<file path="src/rtl/adc_cycle_seq_pkg.sv">
package adc_cycle_seq_pkg;

  typedef enum logic [1:0] {
    PH_CONVERT   = 2'd0,
    PH_POWERDOWN = 2'd1,
    PH_TRANSFER  = 2'd2
  } phase_e;

  // Counter width able to hold the value n (at least one bit).
  function automatic int unsigned cnt_w(input int unsigned n);
    return (n < 2) ? 1 : $clog2(n + 1);
  endfunction

endpackage

</file>
<file path="src/rtl/adc_cycle_seq_por.sv">
// Power-on hold: stays active while the supply is low and for POR_CYC edges after it returns.
module adc_cycle_seq_por #(
  parameter int unsigned POR_CYC = 500
) (
  input  logic clk,
  input  logic rst_n,
  input  logic supply_ok,
  output logic por_active
);
  import adc_cycle_seq_pkg::*;
  localparam int unsigned W = cnt_w(POR_CYC);
  localparam logic [W-1:0] FULL = W'(POR_CYC);

  logic [W-1:0] hold_cnt;

  always_ff @(posedge clk or negedge rst_n) begin
    if (!rst_n)                hold_cnt <= FULL;
    else if (!supply_ok)       hold_cnt <= FULL;
    else if (hold_cnt != '0)   hold_cnt <= hold_cnt - 1'b1;
  end

  assign por_active = (hold_cnt != '0);
endmodule

</file>
<file path="src/rtl/adc_cycle_seq_convtmr.sv">
// Conversion busy timer: loaded on entry, counts down while running, flags the last cycle.
module adc_cycle_seq_convtmr #(
  parameter int unsigned CONV_CYC = 16600
) (
  input  logic clk,
  input  logic rst_n,
  input  logic clr,
  input  logic load,
  input  logic run,
  output logic last
);
  import adc_cycle_seq_pkg::*;
  localparam int unsigned W = cnt_w(CONV_CYC);
  localparam logic [W-1:0] TOP = (CONV_CYC == 0) ? '0 : W'(CONV_CYC - 1);

  logic [W-1:0] busy_cnt;

  always_ff @(posedge clk or negedge rst_n) begin
    if (!rst_n)                         busy_cnt <= TOP;
    else if (clr || load)               busy_cnt <= TOP;
    else if (run && busy_cnt != '0)     busy_cnt <= busy_cnt - 1'b1;
  end

  assign last = run && (busy_cnt == '0);
endmodule

</file>
<file path="src/rtl/adc_cycle_seq_refmon.sv">
// Reference warm-up monitor: counts consecutive enabled cycles, saturating at REF_CYC.
module adc_cycle_seq_refmon #(
  parameter int unsigned REF_CYC = 12000
) (
  input  logic clk,
  input  logic rst_n,
  input  logic clr,
  input  logic ref_on,
  output logic settled
);
  import adc_cycle_seq_pkg::*;
  localparam int unsigned W = cnt_w(REF_CYC);
  localparam logic [W-1:0] GOAL = W'(REF_CYC);

  logic [W-1:0] warm_cnt;

  always_ff @(posedge clk or negedge rst_n) begin
    if (!rst_n)                 warm_cnt <= '0;
    else if (clr || !ref_on)    warm_cnt <= '0;
    else if (warm_cnt != GOAL)  warm_cnt <= warm_cnt + 1'b1;
  end

  assign settled = (warm_cnt == GOAL);
endmodule

</file>
<file path="src/rtl/adc_cycle_seq_fsm.sv">
// Phase controller: convert -> power-down -> transfer -> convert.
module adc_cycle_seq_fsm
  import adc_cycle_seq_pkg::*;
(
  input  logic   clk,
  input  logic   rst_n,
  input  logic   por_active,
  input  logic   conv_last,
  input  logic   ref_settled,
  input  logic   addr_ack,
  input  logic   stop_seen,
  input  logic   read_done,
  input  logic   sleep_req,
  output phase_e phase,
  output logic   conv_restart,
  output logic   deep_pd,
  output logic   good_result
);
  logic sleep_armed;
  logic ref_tainted;
  logic xfer_exit;

  assign xfer_exit    = (phase == PH_TRANSFER) && (read_done || stop_seen);
  assign conv_restart = xfer_exit;

  always_ff @(posedge clk or negedge rst_n) begin
    if (!rst_n) begin
      phase       <= PH_CONVERT;
      sleep_armed <= 1'b0;
      deep_pd     <= 1'b0;
      good_result <= 1'b0;
      ref_tainted <= 1'b0;
    end else if (por_active) begin
      phase       <= PH_CONVERT;
      sleep_armed <= 1'b0;
      deep_pd     <= 1'b0;
      good_result <= 1'b0;
      ref_tainted <= 1'b0;
    end else begin
      case (phase)
        PH_CONVERT: begin
          if (conv_last) begin
            phase       <= PH_POWERDOWN;
            deep_pd     <= sleep_armed;
            sleep_armed <= 1'b0;
            good_result <= !(ref_tainted || !ref_settled);
          end else begin
            ref_tainted <= ref_tainted || !ref_settled;
          end
        end
        PH_POWERDOWN: begin
          if (addr_ack) begin
            phase   <= PH_TRANSFER;
            deep_pd <= 1'b0;
          end
        end
        PH_TRANSFER: begin
          if (sleep_req) sleep_armed <= 1'b1;
          if (xfer_exit) begin
            phase       <= PH_CONVERT;
            ref_tainted <= 1'b0;
          end
        end
        default: phase <= PH_CONVERT;
      endcase
    end
  end
endmodule

</file>
<file path="src/rtl/adc_cycle_seq.sv">
module adc_cycle_seq
  import adc_cycle_seq_pkg::*;
#(
  parameter int unsigned POR_CYC  = 500,
  parameter int unsigned CONV_CYC = 16600,
  parameter int unsigned REF_CYC  = 12000
) (
  input  logic clk,
  input  logic rst_n,
  input  logic supply_ok,
  input  logic addr_ack,
  input  logic stop_seen,
  input  logic read_done,
  input  logic sleep_req,
  output logic conv_en,
  output logic ref_en,
  output logic xfer_active,
  output logic capture_stb,
  output logic result_valid
);
  logic   por_active;
  logic   conv_last;
  logic   conv_run;
  logic   conv_restart;
  logic   ref_settled;
  logic   deep_pd;
  logic   good_result;
  phase_e phase;

  adc_cycle_seq_por #(.POR_CYC(POR_CYC)) u_por (
    .clk(clk), .rst_n(rst_n), .supply_ok(supply_ok), .por_active(por_active)
  );

  assign conv_run = !por_active && (phase == PH_CONVERT);

  adc_cycle_seq_convtmr #(.CONV_CYC(CONV_CYC)) u_tmr (
    .clk(clk), .rst_n(rst_n), .clr(por_active), .load(conv_restart),
    .run(conv_run), .last(conv_last)
  );

  adc_cycle_seq_refmon #(.REF_CYC(REF_CYC)) u_ref (
    .clk(clk), .rst_n(rst_n), .clr(por_active), .ref_on(ref_en),
    .settled(ref_settled)
  );

  adc_cycle_seq_fsm u_fsm (
    .clk(clk), .rst_n(rst_n), .por_active(por_active), .conv_last(conv_last),
    .ref_settled(ref_settled), .addr_ack(addr_ack), .stop_seen(stop_seen),
    .read_done(read_done), .sleep_req(sleep_req), .phase(phase),
    .conv_restart(conv_restart), .deep_pd(deep_pd), .good_result(good_result)
  );

  assign conv_en      = conv_run;
  assign ref_en       = !por_active && !((phase == PH_POWERDOWN) && deep_pd);
  assign xfer_active  = !por_active && (phase == PH_TRANSFER);
  assign capture_stb  = conv_last;
  assign result_valid = !por_active && good_result;
endmodule

</file>
<file path="config.mk">
export PLATFORM = sky130hd
export DESIGN_NAME = adc_cycle_seq
export DESIGN_NICKNAME = d
export VERILOG_FILES = /design/src/rtl/adc_cycle_seq_pkg.sv /design/src/rtl/adc_cycle_seq_por.sv /design/src/rtl/adc_cycle_seq_convtmr.sv /design/src/rtl/adc_cycle_seq_refmon.sv /design/src/rtl/adc_cycle_seq_fsm.sv /design/src/rtl/adc_cycle_seq.sv
export SDC_FILE = /design/constraint.sdc
export NUM_CORES = 1
export LEC_CHECK = 0
export BUFFER_PORTS_ARGS = -buffer_cell sky130_fd_sc_hd__buf_4
export CELL_PAD_IN_SITES_DETAIL_PLACEMENT = 0
export CELL_PAD_IN_SITES_GLOBAL_PLACEMENT = 2
export CORE_UTILIZATION = 39
export DETAILED_ROUTE_END_ITERATION = 10
export GPL_TIMING_DRIVEN = 0
export PLACE_DENSITY = 0.84
export SLEW_MARGIN = 25
export SYNTH_ARGS = -nofsm -noshare
export SYNTH_HDL_FRONTEND = slang
export SYNTH_SLANG_ARGS = --single-unit
</file>
<file path="constraint.sdc">
create_clock -name clk -period 2.7 [get_ports clk]
set_input_delay 0.135 -clock clk [delete_from_list [all_inputs] [get_ports clk]]
set_output_delay 0.135 -clock clk [all_outputs]
set_load 0.01 [all_outputs]
</file>
### Word level (Yosys, flattened, before mapping)

Cells that the tools add are included.

* output and inout port bits: 5
* register bits after elaboration: 44
* input port bits: 7
* logic and storage cells: 79

* $add $sub $neg: 3
* equal/unequal tests: 10
* reduce and logical (&&, ||, !) cells: 32
* multiplexer cells: 26

Operators by type and width (count)
* $mux W15: 2
* $mux W14: 2
* $mux W9: 2
* $logic_not A15 Y1: 1
* $reduce_bool A15 Y1: 1
* $sub A15 B1 Y15 const B: 1
* $add A14 B1 Y14 const B: 1
* $eq A14 B14 Y1 const B: 1
* $ne A14 B14 Y1 const B: 1
* $mux W1: 12
* $ne A3 B3 Y1 const B: 4
* $reduce_and A3 Y1: 4
* $reduce_bool A9 Y1: 1
* $sub A9 B1 Y9 const B: 1
* $logic_and A1 B1 Y1: 8
* $mux W2: 4
* $reduce_bool A2 Y1: 4
* $pmux W1 S2: 3
* $pmux W2 S3: 1
* $reduce_bool A3 Y1: 2
* $logic_not A1 Y1: 5
* $logic_or A1 B1 Y1: 4
* $ne A3 B2 Y1 const B: 1
* $eq A2 B1 Y1 const B: 1
* other kinds (4): 4

### Logic depth before layout (Yosys ltp)

Gate-level depths: netlist of run 1.

* word-level depth: 7
* gate-level depth with buffers: 8
* depth with buffers taken out: 7

### By module

From an unflattened synthesis of run 1, not the netlist that was laid out.

* cell total of the unflattened synthesis: 263
* area, all modules: 2504.9 sq um

By module, submodules not included
* adc_cycle_seq_convtmr: area each 844.6 sq um, cells each 89, seq. area each 384.1 sq um, instances 1
* adc_cycle_seq_refmon: area each 809.5 sq um, cells each 84, seq. area each 350.3 sq um, instances 1
* adc_cycle_seq_por: area each 503.0 sq um, cells each 51, seq. area each 232.7 sq um, instances 1
* adc_cycle_seq_fsm: area each 321.6 sq um, cells each 34, seq. area each 150.1 sq um, instances 1
* adc_cycle_seq: area each 26.3 sq um, cells each 5, seq. area each 0.0 sq um, instances 1

### Worst setup path after synthesis of run 1

Ideal clock, no wire load.

* path kind: register to register
* start: register u_por.hold_cnt[0]
* end: register u_tmr.busy_cnt[13]
* arrival time: 2.112 ns
* path buffers: 0
* period minus slack after synthesis: 2.189 ns
* required time: 2.622 ns
* path slack: 0.511 ns
* cell stages (with the launch flop): 8
* library setup time: 0.078 ns
* cell sequence: dfrtp_1 -> inv_1 -> ha_1 -> or4b_4 -> nor3_4 -> nand4_2 -> or4_1 -> a21boi_1

* longest elaborated chain between the ends: 5
* elaborated cells on any way between the ends: 7
* classes of those cells: 1 x mux; 6 x reduce/logical

RTL lines
* start: declaration: RTL line adc_cycle_seq_por.sv:14 `logic [W-1:0] hold_cnt;`
* start signal: assignment: RTL line adc_cycle_seq_por.sv:19 `else if (hold_cnt != '0) hold_cnt <= hold_cnt - 1'b1;`
* $reduce_bool A9 Y1: RTL line adc_cycle_seq_por.sv:22 `assign por_active = (hold_cnt != '0);`
* $logic_not A1 Y1: RTL line adc_cycle_seq.sv:34 `assign conv_run = !por_active && (phase == PH_CONVERT);`
* $logic_and A1 B1 Y1: RTL line adc_cycle_seq.sv:34
* net conv_en: RTL line adc_cycle_seq.sv:15 `output logic conv_en,`
* $logic_and A1 B1 Y1: RTL line adc_cycle_seq_convtmr.sv:21 `else if (run && busy_cnt != '0) busy_cnt <= busy_cnt - 1'b1;`
* $reduce_bool A2 Y1 (no line)
* end signal: assignment: RTL line adc_cycle_seq_convtmr.sv:21
* end: declaration: RTL line adc_cycle_seq_convtmr.sv:16 `logic [W-1:0] busy_cnt;`

The timed path passes the listed nets, and every way through them passes these cells.
A chain may end at the register's enable or synchronous reset.

### Worst setup path in the final report of run 1

* start: register u_por.hold_cnt[0]
* end: output ref_en

* longest elaborated chain between the ends: 3

RTL lines
* $reduce_bool A9 Y1: RTL line adc_cycle_seq_por.sv:22
* $logic_not A1 Y1: RTL line adc_cycle_seq.sv:54 `assign ref_en = !por_active && !((phase == PH_POWERDOWN) && deep_pd);`
* $logic_and A1 B1 Y1: RTL line adc_cycle_seq.sv:54
* end: declaration: RTL line adc_cycle_seq.sv:16 `output logic ref_en,`

No other way between the ends.

==> flow_metrics.tcl, run 1 <==
set metrics [dict create \
    status "finished, final reports clean" \
    clk_pin_slew_worst_paths_ns 0.09 \
    ff2ff_path_depth 7 \
    power_density_nw_per_um2 478 \
    whs_endpoint "u_fsm.phase[0]" \
    cpMostUsedCell "inv_1" \
    drive_above_1_share_pct 18.0 \
    yosysUniqueCellTypes 47 \
    synth_top_cell_area_share_pct 33.8 \
    grt_pass1_wl_microns 8120 \
    r2r-start "u_por.hold_cnt[0]" \
    worstHoldStart "addr_ack" \
    setup_violations 0 \
    die_w_microns 78.8 \
    period_minus_slack_ns 2.50 \
    cts_buffers 5 \
    cts-root-buf "clkbuf_8" \
    path_max_fanout 10 \
    post-place-ws_ns 0.160 \
    antenna_found_initial 0 \
    setup.worst_path.class "flip-flop to primary output" \
    rsz0062_at_grt "false" \
    path_buf_inv 4 \
    netlist_area_sq_um 2300 \
    first_global_vias 1703 \
    cpLargestDelayFamily "simple AND/OR/NAND/NOR gates" \
    synth_flop_cell "dfrtp_1" \
    syn_inst 237 \
    ys_seq_area_share_pct 48.6 \
    cts_tree "built" \
    worst_slew_pin_slew_ns 0.564 \
    postLayoutSetupSlackWorst_ns 0.198 \
    worst_setup_path_start_kind "flip-flop" \
    synth_area_per_cell_sq_um 9.69 \
    ys_ff_latch 44 \
    die_h_microns 78.8 \
    dp.cells 319 \
    cts.sinks 44 \
    setup_tns_ns 0 \
    ant_nets 0 \
    layout.cells.non_filler 328 \
    drt-wirelength-per-cell_microns 14.4 \
    cts_buffer_depth 2 \
    grt_max_degree 45 \
    yosys.area.top_type "dfrtp_1" \
    async_flop_share_pct 100 \
    postCtsSetupBuffers 0 \
    synth_warnings 0 \
    synth_nets 248 \
    htreeDepth 2 \
    vdd_ir_drop_max_mv 0.271 \
    max_freq_mhz 400 \
    first_iter_violations 63 \
    slew_violations 0 \
    viasPerCell 5.20 \
    required_ns 2.57 \
    timing.hold.ws_ns 0.124 \
    reg2reg_slack_ns 0.33 \
    hold_viol 0 \
    synth_common_cells "dfrtp_1 (31), nand2_1 (29), nor2_1 (25)" \
    hpwl_microns 3180 \
    netlist_top_cells_area "dfrtp_1 (34%), dfstp_2 (15%), nand2_1 (4.7%), xnor2_1 (4.6%), nor2_1 (4.1%)" \
    std_cell_rows 27 \
    vias 1707 \
    critPathCaptureType "primary output" \
    drv_cap 0 \
    crit_chain "inv_1, ha_1, or4b_4, nor2_2, o21ai_2, clkbuf_2, inv_1, buf_4" \
    final.period_utilization_pct 92.6 \
    gp_congestion 0.730 \
    antenna_cells 0 \
    initial_core_util_pct 41.0 \
    dpl_cell_area_sq_um 2460 \
    first_pass_iters 4 \
    grt_usage_pct 17.0 \
    final_area_sq_um 2600 \
    synth-edff-count 0 \
    clk_latency_ns 0.30 \
    cp_slowest_stage_delay_ns 0.53 \
    holdPathStages 4 \
    io_pins 12 \
    gr-total-overflow 0 \
    crit_slowest_cell "or4b_4" \
    yosysMostFrequentCell "dfrtp_1" \
    dieArea_sq_um 6200 \
    core_sq_um 5610 \
    leakage_nw 1.02 \
    clock_skew_ns 0.0105 \
    max_slew_margin_pct 62.4 \
    routed_wl_microns 4710 \
    drc_errors 0 \
    area_growth_pct 13.3 \
    hold_class "primary input to flip-flop" \
    port_buffers 10 \
    crit_arrival_ns 2.37 \
    r2r_end "u_tmr.busy_cnt[13]" \
    finalNetCount 266 \
]
## flip-flops by register name, summed over array words and instances (netlist names)
| name | count |
|---|---|
| u_por.hold_cnt | 9 |
| u_fsm.sleep_armed | 1 |
| u_fsm.ref_tainted | 1 |
| u_fsm.deep_pd | 1 |
| u_ref.warm_cnt | 14 |
| u_fsm.phase | 2 |
| u_fsm.good_result | 1 |
| u_tmr.busy_cnt | 15 |
## logic make-up after synthesis
kind of cell	after synthesis	synth area share, %
AOI/OAI and AO/OA	26	7.03
muxes	4	1.74
DFF	44	48.6
xor gates and xnor gates	22	8.39
adders and majority gates	4	2.18
and+or+nand+nor	119	29.1
buffers and inverters	18	2.94
## power by group
part           switching (mW)  total, mW  internal [mW]
clock network           0.233      0.508          0.275
registers              0.0112      0.682          0.671
logic                  0.0294     0.0523         0.0229
## cell type report
class,count,area (sq um)
Buffer,7,27.5
Timing Repair Buffer,11,85.1
Clock buffer,6,72.6
Multi-Input combinational cell,175,1130
Clock inverter,2,35.0
Tap cell,72,90.1
Sequential cell,44,1120
Fill cell,575,3010
Inverter,11,41.3
## metrics by stage
step / total power [mW] / util (%)
floorplan: 0.719 / -
global placement: 0.745 / 43.9
detailed placement: 0.745 / 43.9
CTS: 1.26 / 46.1
global route: 1.29 / 46.4
finish: 1.24 / 46.4
## layer usage
metal | global-route usage [%] | up-vias | part of all wire [%]
li1 | - | 855 | -
met1 | 23.8 | 824 | 52
met2 | 26.0 | 20 | 45
met3 | 3.10 | 8 | 2.3
met4 | 6.67 | 0 | 1.6
met5 | 0 | - | 0
## placed cells by master (no fill, tap or decap), drive strengths merged, types with 5 or more instances in the layout
cell | Yosys | final
nor4b | 5 | 5
nand3 | 8 | 8
buf | 1 | 11
nand4 | 5 | 5
dfstp | 13 | 13
clkbuf | 6 | 12
o21ai | 9 | 9
xnor2 | 12 | 12
nand2 | 29 | 29
nor3 | 12 | 12
nor3b | 5 | 5
xor2 | 10 | 10
a21oi | 7 | 7
dfrtp | 31 | 31
nor2 | 25 | 25
inv | 11 | 11
## worst register-to-register path, stage by stage, from the launching register on
cell      delay [ns]
dfrtp_1         0.41
inv_1           0.06
ha_1            0.18
or4b_4          0.53
nor3_4          0.33
nand4_2         0.21
or4_1           0.44
a21boi_1        0.15
## worst max-delay path by stage
stage / start / end / slack (ns) / cells after the start
global placement: u_por.hold_cnt[0] / u_tmr.busy_cnt[9] / 0.15 / 8
global route: u_por.hold_cnt[0] / ref_en / 0.02 / 8
floorplan: u_por.hold_cnt[0] / u_tmr.busy_cnt[13] / 0.51 / 7
finish: u_por.hold_cnt[0] / ref_en / 0.20 / 8
detailed placement: u_por.hold_cnt[0] / ref_en / 0.16 / 8
CTS: u_por.hold_cnt[0] / ref_en / 0.05 / 8
## repair_timing
item | 4_1_cts | 5_1_grt
hold buffers | 1 | 0
endpoints found under the hold margin | 31 | 0
setup endpoints to repair | 1 | 8
resized for setup | 2 | 4
Power figures use the tool's default switching activity.
==> run 2, diff against run 1 <==
--- a/config.mk
+++ b/config.mk
@@ -8,10 +8,10 @@
 export BUFFER_PORTS_ARGS = -buffer_cell sky130_fd_sc_hd__buf_4
 export CELL_PAD_IN_SITES_DETAIL_PLACEMENT = 0
 export CELL_PAD_IN_SITES_GLOBAL_PLACEMENT = 2
-export CORE_UTILIZATION = 39
+export CORE_UTILIZATION = 35
 export DETAILED_ROUTE_END_ITERATION = 10
 export GPL_TIMING_DRIVEN = 0
-export PLACE_DENSITY = 0.84
+export PLACE_DENSITY = 0.79
 export SLEW_MARGIN = 25
 export SYNTH_ARGS = -nofsm -noshare
 export SYNTH_HDL_FRONTEND = slang
==> constraint.sdc (replaced) <==
create_clock -name clk -period 2.3 [get_ports clk]
set_input_delay 0.115 -clock clk [delete_from_list [all_inputs] [get_ports clk]]
set_output_delay 0.115 -clock clk [all_outputs]
set_load 0.01 [all_outputs]
==> run 2 against run 1 <==
- sequential power grew 18%
- sequential share of layout area shrank 1.4 points
- design area grew 3.4%
- critical endpoint is now u_tmr.busy_cnt[13]
- highest routed layer unchanged
==> flow_metrics.tcl, run 2 (same netlist as run 1, synthesis figures left out) <==
set metrics [dict create \
    status "finished, final reports clean" \
    die_w_microns 83.0 \
    cp_slowest_stage_delay_ns 0.53 \
    cts-root-buf "clkbuf_8" \
    std_cell_rows 29 \
    cts_tree "built" \
    final.period_utilization_pct 96.5 \
    cpLargestDelayFamily "simple AND/OR/NAND/NOR gates" \
    path_buf_inv 1 \
    first_pass_iters 4 \
    initial_core_util_pct 36.2 \
    post-place-ws_ns -0.172 \
    p_sw_mw 0.315 \
    layout.cells.most_common_list "dfrtp_1 (31), nand2_1 (29), nor2_1 (24)" \
    drive_above_1_share_pct 21.5 \
    viasPerCell 5.06 \
    required_ns 2.53 \
    port_buffers 10 \
    top_regs "u_tmr.busy_cnt x15, u_ref.warm_cnt x14, u_por.hold_cnt x9" \
    antenna_cells 0 \
    period_minus_slack_ns 2.22 \
    critPathCaptureType "flip-flop" \
    grt_usage_pct 15.2 \
    largest_reg_flops 15 \
    clk_latency_ns 0.30 \
    p_sw_share_pct 23.3 \
    cts_buffer_depth 2 \
    first_global_vias 1753 \
    gr-total-overflow 0 \
    hpwl_microns 3230 \
    die_h_microns 83.0 \
    crit_arrival_ns 2.45 \
    vdd_ir_drop_max_mv 0.266 \
    postLayoutSetupSlackWorst_ns 0.0815 \
    ant_nets 0 \
    hold_class "primary input to flip-flop" \
    largest-register "u_tmr.busy_cnt" \
    final_common_cell "dfrtp_1" \
    p_clk_share_pct 35.2 \
    core_sq_um 6350 \
    drc_errors 0 \
    cts.sinks 44 \
    leakage_nw 1.05 \
    finalNetCount 271 \
    htreeDepth 2 \
    grt_pass1_wl_microns 8380 \
    vias 1711 \
    hold_viol 0 \
    fill_cells 612 \
    timing.hold.ws_ns 0.106 \
    intPower_mw 1.04 \
    slew_violations 0 \
    crit_slowest_cell "or4b_4" \
    clk_pin_slew_worst_paths_ns 0.08 \
    cts_buffers 5 \
    gp_congestion 0.733 \
    setup_violations 0 \
    dieArea_sq_um 6890 \
    path_max_fanout 4 \
    grt_max_degree 45 \
    crit_chain "inv_2, ha_4, or4b_4, nor3_4, nand4_4, or4_4, a21boi_2" \
    clock_skew_ns 0.00974 \
    worst_setup_path_start_kind "flip-flop" \
    seqPwrFrac_pct 59.4 \
    io_pins 12 \
    power_density_nw_per_um2 502 \
    setup.worst_path.class "flip-flop to flip-flop" \
    routed_wl_microns 4780 \
    max_slew_margin_pct 63.0 \
    first_iter_violations 125 \
    combPwrFrac_pct 5.4 \
    area_growth_pct 17.1 \
    worst_slew_pin_slew_ns 0.555 \
    max_freq_mhz 451 \
    drv_cap 0 \
    antenna_found_initial 0 \
    drt-wirelength-per-cell_microns 14.1 \
]
[run 2: cell types whose count changed in the layout (fill, tap and decap cells not counted), moves of 2 or more]
cell	before	now
inv_2	0	2
nor4b_4	0	2
nor4b_2	2	0
buf_4	10	15
nor2_2	2	0
inv_1	11	9
[run 2: worst register-to-register path, stage by stage, from the launching register on]
cell and delay (ns):
dfrtp_1 0.41, inv_2 0.09, ha_4 0.15, or4b_4 0.53
nor3_4 0.26, nand4_4 0.14, or4_4 0.44, a21boi_2 0.13
[run 2: worst paths after layout]
| kind | start | endpoint | slack (ns) | cells past startpoint |
|---|---|---|---|---|
| hold reg to reg | u_por.hold_cnt[8] | u_por.hold_cnt[8] | 0.50 | 2 |
| setup reg to reg | u_por.hold_cnt[1] | u_tmr.busy_cnt[13] | 0.08 | 7 |
| max in group asynchronous | rst_n | u_fsm.deep_pd | 1.57 | 2 |
| hold / removal | read_done | u_fsm.phase[1] | 0.11 | 3 |
| setup / recovery | u_por.hold_cnt[1] | u_tmr.busy_cnt[13] | 0.08 | 7 |
| min in group asynchronous | rst_n | u_tmr.busy_cnt[11] | 0.34 | 2 |
[run 2: power groups by stage]
stage | sequential [mW] | clock [mW] | combinational, mW
global route | 0.804 | 0.517 | 0.0843
finish | 0.803 | 0.476 | 0.0724
global placement | 0.813 | 0 | 0.0614
CTS | 0.800 | 0.493 | 0.0636
detailed placement | 0.814 | 0 | 0.0614
floorplan | 0.811 | 0 | 0.0329
[run 2: per-stage QoR]
stage	utilization, %	power (mW)	setup TNS (ns)	instances	instance area, sq um
3_5_place_dp	38.9	0.875	-1.54	324	2470
3_3_place_gp	38.9	0.875	-1.56	324	2470
2_1_floorplan	-	0.844	0	237	2300
4_1_cts	41.5	1.36	0	336	2640
6_report	42.4	1.35	0	338	2690
5_1_grt	42.4	1.41	-0.0194	338	2690
[run 2: what timing repair did]
| item | in CTS | in global routing |
|---|---|---|
| endpoints found under the setup margin | 22 | 10 |
| resized for setup | 12 | 10 |
| pin swaps | 3 | 4 |
| setup buffers | 3 | 2 |
| gates cloned | 0 | 0 |
| endpoints found under the hold margin | 31 | 0 |
| hold buffers | 1 | 0 |
[run 2: layer usage]
metal / track usage, % / up-vias / share of wire (%) / wire length [microns]
met4: 5.17 / 0 / 1.5 / 74
met2: 23.8 / 12 / 45 / 2170
met1: 20.9 / 826 / 51 / 2440
li1: - / 867 / - / -
met3: 3.08 / 6 / 2.2 / 103
met5: 0 / - / 0 / 0
[run 2: cell type report]
| cell class | instances | area (sq um) | area share (%) |
|---|---|---|---|
| plain buffers | 7 | 40.0 | 1.49 |
| clock buffers | 7 | 76.3 | 2.84 |
| clock inverters | 1 | 5.00 | 0.186 |
| inverters | 11 | 41.3 | 1.53 |
| multi-input cells | 175 | 1190 | 44.3 |
| flip-flops and latches | 44 | 1120 | 41.5 |
| well taps | 77 | 96.3 | 3.58 |
| repair buffers | 16 | 123 | 4.56 |
